File: src/rtl/oneshot_pkg.sv
package oneshot_pkg;

    // synchronised view of the three asynchronous control inputs
    typedef struct packed {
        logic a_n;
        logic b;
        logic clr_n;
    } trig_in_t;

    localparam int TRIG_BITS = $bits(trig_in_t);
    // idle levels: low-side trigger high, high-side trigger low, clear asserted
    localparam logic [TRIG_BITS-1:0] TRIG_IDLE = 3'b100;

    typedef enum logic [1:0] {
        ACT_COUNT,
        ACT_LOAD,
        ACT_CLEAR
    } tmr_act_e;

    function automatic logic fire_level(input trig_in_t v);
        return (~v.a_n) | v.b;
    endfunction

endpackage

File: src/rtl/oneshot_sync.sv
module oneshot_sync #(
    parameter int BITS = 3,
    parameter int STAGES = 2,
    parameter logic [BITS-1:0] RST_VAL = '0
) (
    input  logic            clk,
    input  logic            rst,
    input  logic [BITS-1:0] d_i,
    output logic [BITS-1:0] q_o
);
    logic [BITS-1:0] stg [STAGES];

    for (genvar s = 0; s < STAGES; s++) begin : g_stage
        if (s == 0) begin : g_first
            always_ff @(posedge clk) begin
                if (rst) stg[s] <= RST_VAL;
                else     stg[s] <= d_i;
            end
        end else begin : g_next
            always_ff @(posedge clk) begin
                if (rst) stg[s] <= RST_VAL;
                else     stg[s] <= stg[s-1];
            end
        end
    end

    assign q_o = stg[STAGES-1];
endmodule

File: src/rtl/oneshot_edge.sv
module oneshot_edge
    import oneshot_pkg::*;
(
    input  logic     clk,
    input  logic     rst,
    input  trig_in_t syn_i,
    output logic     fire_edge_o,
    output logic     clr_ok_o
);
    logic fire_now;
    logic fire_d;

    assign fire_now = fire_level(syn_i);

    // follows the level even while clear is active, so a level that is
    // already active at the clear release produces no edge
    always_ff @(posedge clk) begin
        if (rst) fire_d <= 1'b0;
        else     fire_d <= fire_now;
    end

    assign fire_edge_o = fire_now & ~fire_d;
    assign clr_ok_o    = syn_i.clr_n;
endmodule

File: src/rtl/oneshot_timer.sv
module oneshot_timer
    import oneshot_pkg::*;
#(
    parameter int CNT_W = 8,
    parameter int BLANK_CYCLES = 3
) (
    input  logic             clk,
    input  logic             rst,
    input  logic             clr_ok_i,
    input  logic             fire_edge_i,
    input  logic             lockout_i,
    input  logic [CNT_W-1:0] width_i,
    output logic             run_o,
    output logic             blank_on_o,
    output logic [CNT_W-1:0] cnt_o
);
    localparam int BW = $clog2(BLANK_CYCLES + 2);
    localparam logic [BW-1:0] BLANK_LD = BW'(BLANK_CYCLES);
    localparam logic [BW-1:0] B_ONE = BW'(1);
    localparam logic [CNT_W-1:0] C_ONE = CNT_W'(1);

    logic [CNT_W-1:0] cnt;
    logic [BW-1:0]    blank;
    tmr_act_e         act;

    assign run_o      = (cnt != '0);
    assign blank_on_o = (blank != '0);
    assign cnt_o      = cnt;

    always_comb begin
        if (!clr_ok_i)
            act = ACT_CLEAR;
        else if (fire_edge_i && (!run_o || (!lockout_i && !blank_on_o)))
            act = ACT_LOAD;
        else
            act = ACT_COUNT;
    end

    always_ff @(posedge clk) begin
        if (rst) begin
            cnt   <= '0;
            blank <= '0;
        end else begin
            unique case (act)
                ACT_CLEAR: begin
                    cnt   <= '0;
                    blank <= '0;
                end
                ACT_LOAD: begin
                    cnt   <= width_i;
                    blank <= BLANK_LD;
                end
                default: begin
                    if (run_o)      cnt   <= cnt - C_ONE;
                    if (blank_on_o) blank <= blank - B_ONE;
                end
            endcase
        end
    end
endmodule

File: src/rtl/retrig_oneshot.sv
module retrig_oneshot
    import oneshot_pkg::*;
#(
    parameter int CNT_W = 8,
    parameter int BLANK_CYCLES = 3,
    parameter int SYNC_STAGES = 2
) (
    input  logic             clk,
    input  logic             rst,
    input  logic             trig_n_i,
    input  logic             trig_p_i,
    input  logic             clear_n_i,
    input  logic             lockout_i,
    input  logic [CNT_W-1:0] width_i,
    output logic             q_o,
    output logic             qn_o
);
    trig_in_t         raw_in;
    logic [TRIG_BITS-1:0] syn_bits;
    trig_in_t         syn;
    logic             fire_edge;
    logic             clr_ok;
    logic             run;
    logic             blank_on;
    logic [CNT_W-1:0] cnt_q;

    assign raw_in = '{a_n: trig_n_i, b: trig_p_i, clr_n: clear_n_i};

    oneshot_sync #(
        .BITS   (TRIG_BITS),
        .STAGES (SYNC_STAGES),
        .RST_VAL(TRIG_IDLE)
    ) u_sync (
        .clk (clk),
        .rst (rst),
        .d_i (raw_in),
        .q_o (syn_bits)
    );

    assign syn = trig_in_t'(syn_bits);

    oneshot_edge u_edge (
        .clk        (clk),
        .rst        (rst),
        .syn_i      (syn),
        .fire_edge_o(fire_edge),
        .clr_ok_o   (clr_ok)
    );

    oneshot_timer #(
        .CNT_W       (CNT_W),
        .BLANK_CYCLES(BLANK_CYCLES)
    ) u_timer (
        .clk        (clk),
        .rst        (rst),
        .clr_ok_i   (clr_ok),
        .fire_edge_i(fire_edge),
        .lockout_i  (lockout_i),
        .width_i    (width_i),
        .run_o      (run),
        .blank_on_o (blank_on),
        .cnt_o      (cnt_q)
    );

    // the raw clear gates the output so it acts without waiting for a clock
    assign q_o  = run & clear_n_i;
    assign qn_o = ~q_o;
endmodule

File: config.mk
export PLATFORM = sky130hd
export DESIGN_NAME = retrig_oneshot
export DESIGN_NICKNAME = d
export VERILOG_FILES = /design/src/rtl/oneshot_pkg.sv /design/src/rtl/oneshot_sync.sv /design/src/rtl/oneshot_edge.sv /design/src/rtl/oneshot_timer.sv /design/src/rtl/retrig_oneshot.sv
export SDC_FILE = /design/constraint.sdc
export NUM_CORES = 1
export LEC_CHECK = 0
export ABC_AREA = 1
export CAP_MARGIN = 10
export CORE_MARGIN = 5
export CORE_UTILIZATION = 35
export DETAILED_ROUTE_END_ITERATION = 10
export PLACE_DENSITY = 0.67
export SLEW_MARGIN = 20
export SYNTH_ARGS = -nofsm -noshare
export SYNTH_HDL_FRONTEND = slang
export SYNTH_SLANG_ARGS = --single-unit
File: constraint.sdc
create_clock -name clk -period 3.94 [get_ports clk]
set_input_delay 1.182 -clock clk [delete_from_list [all_inputs] [get_ports clk]]
set_output_delay 1.182 -clock clk [all_outputs]
set_load 0.02 [all_outputs]
# After elaboration in Yosys (flattened, before gate mapping)

Memories as Yosys holds them, arrays and structs flattened.
Cells that the tools add are included.

Output and inout bits: 2
Logic and storage cells: 37
Memories: 1
RAM bits: 6
Bits of input ports: 14
Register bits: 12

Memories:

| memory     | depth | width | rd ports | clocked after Yosys merged registers in | write ports | RTL line           | RTL |
|---|---|---|---|---|---|---|---|
| u_sync.stg | 2     | 3     | 2        | 0                                       | 2           | oneshot_sync.sv:11 | `logic [BITS-1:0] stg [STAGES];` |

Multiplexer cells: 11
Bitwise logic cells: 8
Equal/unequal tests: 2
Add/sub/neg operators: 2
Reductions and logical operators: 10

Operator list:

| cell                | number |
|---|---|
| $pmux 8 s2          | 1 |
| $mux 3              | 3 |
| $reduce_bool 3->1   | 3 |
| $mux 8              | 1 |
| $reduce_bool 8->1   | 1 |
| $sub 8x1->8 const B | 1 |
| $pmux 3 s2          | 1 |
| $mux 1              | 4 |
| $logic_not 1->1     | 3 |
| $not 1->1           | 3 |
| $or 1x1->1          | 3 |
| $sub 3x1->3 const B | 1 |
| $and 1x1->1         | 2 |
| $eq 2x1->1 const B  | 1 |
| $eq 2x2->1 const B  | 1 |
| $logic_and 1x1->1   | 2 |
| $mux 2              | 1 |
| $logic_or 1x1->1    | 1 |

# Logic depth before layout (Yosys ltp)

Depth after elaboration: 9
Gate-level depth with buffers: 12
Depth with buffers taken out: 11

# Hierarchy

Synthesis repeated with hierarchy kept, for this count alone.

Cells, all modules: 132
Area total of the unflattened synthesis: 965.9 um^2

By module, submodules not included:

| module         | area each (um^2) | sequential area each (um^2) | times used | cells an instance |
|---|---|---|---|---|
| oneshot_timer  | 745.7            | 220.2                       | 1          | 106 |
| oneshot_sync   | 168.9            | 120.1                       | 1          | 19 |
| oneshot_edge   | 41.3             | 20.0                        | 1          | 5 |
| retrig_oneshot | 10.0             | 0.0                         | 1          | 2 |

# Worst setup path before layout

OpenSTA, ideal clock, no wires.

Path kind: input to output
Start point: input port clear_n_i
End point: output port qn_o
Required time: 2.758 ns
Stages: 3
Path buffers: 0
Path slack: 1.020 ns
Data arrival time: 1.738 ns
Path through: inv_1 -> nor2_1 -> inv_1

Cells in the longest elaborated chain, start to end: 2

RTL lines:

| what            | RTL line             | RTL |
|---|---|---|
| start, declared | retrig_oneshot.sv:12 | `input logic clear_n_i,` |
| $and 1x1->1     | retrig_oneshot.sv:66 | `assign q_o = run & clear_n_i;` |
| net q_o         | retrig_oneshot.sv:15 | `output logic q_o,` |
| $not 1->1       | retrig_oneshot.sv:67 | `assign qn_o = ~q_o;` |
| end, declared   | retrig_oneshot.sv:16 | `output logic qn_o` |

The timed path passes the listed nets, and every way through them passes these cells.

# Worst setup path in the final report

Start point: input port clear_n_i
End point: output port q_o

Cells in the longest elaborated chain, start to end: 1

RTL lines:

| what          | RTL line |
|---|---|
| $and 1x1->1   | retrig_oneshot.sv:66 |
| end, declared | retrig_oneshot.sv:15 |

No other way between the ends.

==> results.ini <==
[die]
die_height_um=63.2
placementRows=19
start_util=0.362
die_w_um=63.2
pin_count=16
design.core.area_mm2=0.00273
die_area_mm2=0.00399

[worst_setup_path]
timing_worst_setup_path_type=primary input to output port
critical_path.startpoint_type=primary input
cp.arrival_ps=2450
critPathCaptureType=output port
timing.rr.end=u_timer.cnt_o[2]
timing.reg2reg.setup_slack_ps=2080
startpoint=clear_n_i
worst_r2r_path_depth=10
worstPathRequired_ps=2760
reg2reg_from=u_timer.blank[0]
crit_fanout=2
setup.worst_path.end=q_o

[final_layout]
nets=173
postLayoutCoreUtil=0.435
syn2layout_area_growth_pct=20.1
stdcell_area_mm2=0.00119
mostFrequentLayoutCell=nand2_1
most_used_cells_in_the_layout_excluding_fill_and_tap_cells=28 x nand2_1, 21 x inv_1, 19 x nor2_1, 18 x dfxtp_1, 15 x clkdlybuf4s50_1
n_antenna_cell=0
fraction_of_final_layout_cells_sized_beyond_drive_strength_1=0.104

[detailed_routing]
postRouteAntennaNets=0
drt_iter0_drc=26
post_drt_via_cell_ratio=4.79
drc_errors=0
routedWlPerCell_um=10.5
drt_first_pass_iters=4
drt-total-wl_um=1940
vias=886

[clock_tree]
cts_post_setup_buffers_inserted=0
htreeDepth=1
cts_hold_repair.buffers=0
clkSlewWorstSetupHoldPaths_ps=100
numClockSinks=18
cts_buffer_depth=2
clock-root-buffer=clkbuf_4
cts_inserted_buffers=3
clk-insertion-delay-late_ps=300
post_cts_resize_count=0
tritoncts=done

[timing]
rsz0062_at_grt=no
tightest_slew_ps=692
timing_hold_violations_final=0
timing.final.crit_share=0.921
setup-violations-final=0
timing.slew.headroom=0.538
fin_setup_tns_ps=0
max_slew_violation_total_from_the_final_report=0
fin_skew_ps=4.89
finalWorstPathRequiredPeriod_ps=3630
fmaxAchievable_mhz=276

[status]
outcome=finished clean

[place]
placed_area_mm2=0.00115
rd_place_congestion=0.767
post-dp-hpwl_um=1520
buffer_ports.inserted=15

[global_route]
first_global_vias=872
grt_max_degree=22
gr-total-overflow=0
grt_first_pass_wirelength_um=3440
grt.total_usage=0.103
initial_antenna_violation_count=0

[logic_synthesis]
syn_area_um2=990
mappedNetlistNets=157
yosys-top-cells-area=dfxtp_1 36%, nand2_1 11%, inv_1 8.0%
post_synth.cell_area_avg_um2=7.12
synthesis.yosys.warnings=0
yosysTopAreaCellShare=0.364
synth-seq-area-share=0.364
synth_top_area_cell=dfxtp_1
synth-seq-cells=18
netlist-cell-type-count=25
syn-instance-count=139

[min_path]
min_path_type=flip-flop to flip-flop

[pwr]
worst_vdd_rail_ir_drop_uv=208
power.static_leakage_nw=0.542
p_per_area_mw_per_mm2=329

[flow_run]
cap_viol_max_count=0

==> power breakdown <==
part / switching [W] / leakage [nW] / internal (W) / total, W
Combinational: 0.0000451 / 0.374 / 0.0000354 / 0.0000805
Clock: 0.0000599 / 0.0210 / 0.0000564 / 0.000116
Sequential: 0.00000584 / 0.147 / 0.000188 / 0.000194
==> registers in the layout (all words and copies together), names as in the netlist <==
signal / flops
u_edge.fire_d: 1
u_sync.stg: 6
u_timer.blank: 3
u_timer.cnt_o: 8
==> cell usage after synthesis <==
cell type and number:
a21oi_1 3, a21oi_2 2, buf_6 1, clkbuf_1 2, clkbuf_4 1, dfxtp_1 18, ha_1 4, inv_1 21
nand2_1 28, nand2_2 2, nand2_4 1, nand3_1 11, nand3_2 1, nand3b_1 1, nand4_1 10, nor2_1 19
nor2_2 1, nor3b_1 1, o21ai_0 4, o21ai_2 1, o21ai_4 1, or2_2 2, or2_4 1, xnor2_1 1
xor2_1 2
==> final cells by class <==
class                           instances  area [um2]
Multi-Input combinational cell         96         524
Fill cell                             264        1550
Tap cell                               31        38.8
Clock buffer                            4        36.3
Sequential cell                        18         360
Timing Repair Buffer                   15         150
Inverter                               21        78.8
==> worst max-delay path, cell delays in order <==
cell and delay (ps):
clkdlybuf4s50_1 450, inv_1 40, nor2_1 140, clkdlybuf4s50_1 630
==> how the worst min path moves through the flow <==
stage / cells after the start / to / start / slack, ps
floorplan: 2 / u_sync.stg[1][0] / u_sync.stg[0][0] / 390
global placement: 2 / u_sync.stg[1][1] / u_sync.stg[0][1] / 390
detailed placement: 2 / u_sync.stg[1][0] / u_sync.stg[0][0] / 400
CTS: 2 / u_sync.stg[1][0] / u_sync.stg[0][0] / 410
global route: 2 / u_sync.stg[1][0] / u_sync.stg[0][0] / 430
finish: 2 / u_sync.stg[1][0] / u_sync.stg[0][0] / 410
==> through the flow <==
stage	power, W	hold WS [ps]	instances	setup WS [ps]
final	0.000391	409	185	311
after global routing	0.000413	432	185	257
after CTS	0.000393	413	185	297
after detailed placement	0.000279	396	181	301
after global placement	0.000277	392	181	339
after floorplan	0.000252	388	139	1020
==> kinds of logic after synthesis <==
logic type	share of synthesized area
AND/OR/NAND/NOR	0.374
buffers and inverters	0.106
flip-flops	0.364
AO/OA/AOI/OAI	0.0784
adder cells (fa/ha/maj)	0.0506
XOR/XNOR	0.0266
==> layer usage <==
layer	vias up	GRT usage	part of all wire
li1	472	-	-
met4	0	0.0468	0.017
met2	18	0.191	0.49
met5	-	0	0
met3	2	0.0142	0.043
met1	394	0.114	0.45
(Power assumes the default switching activity.)
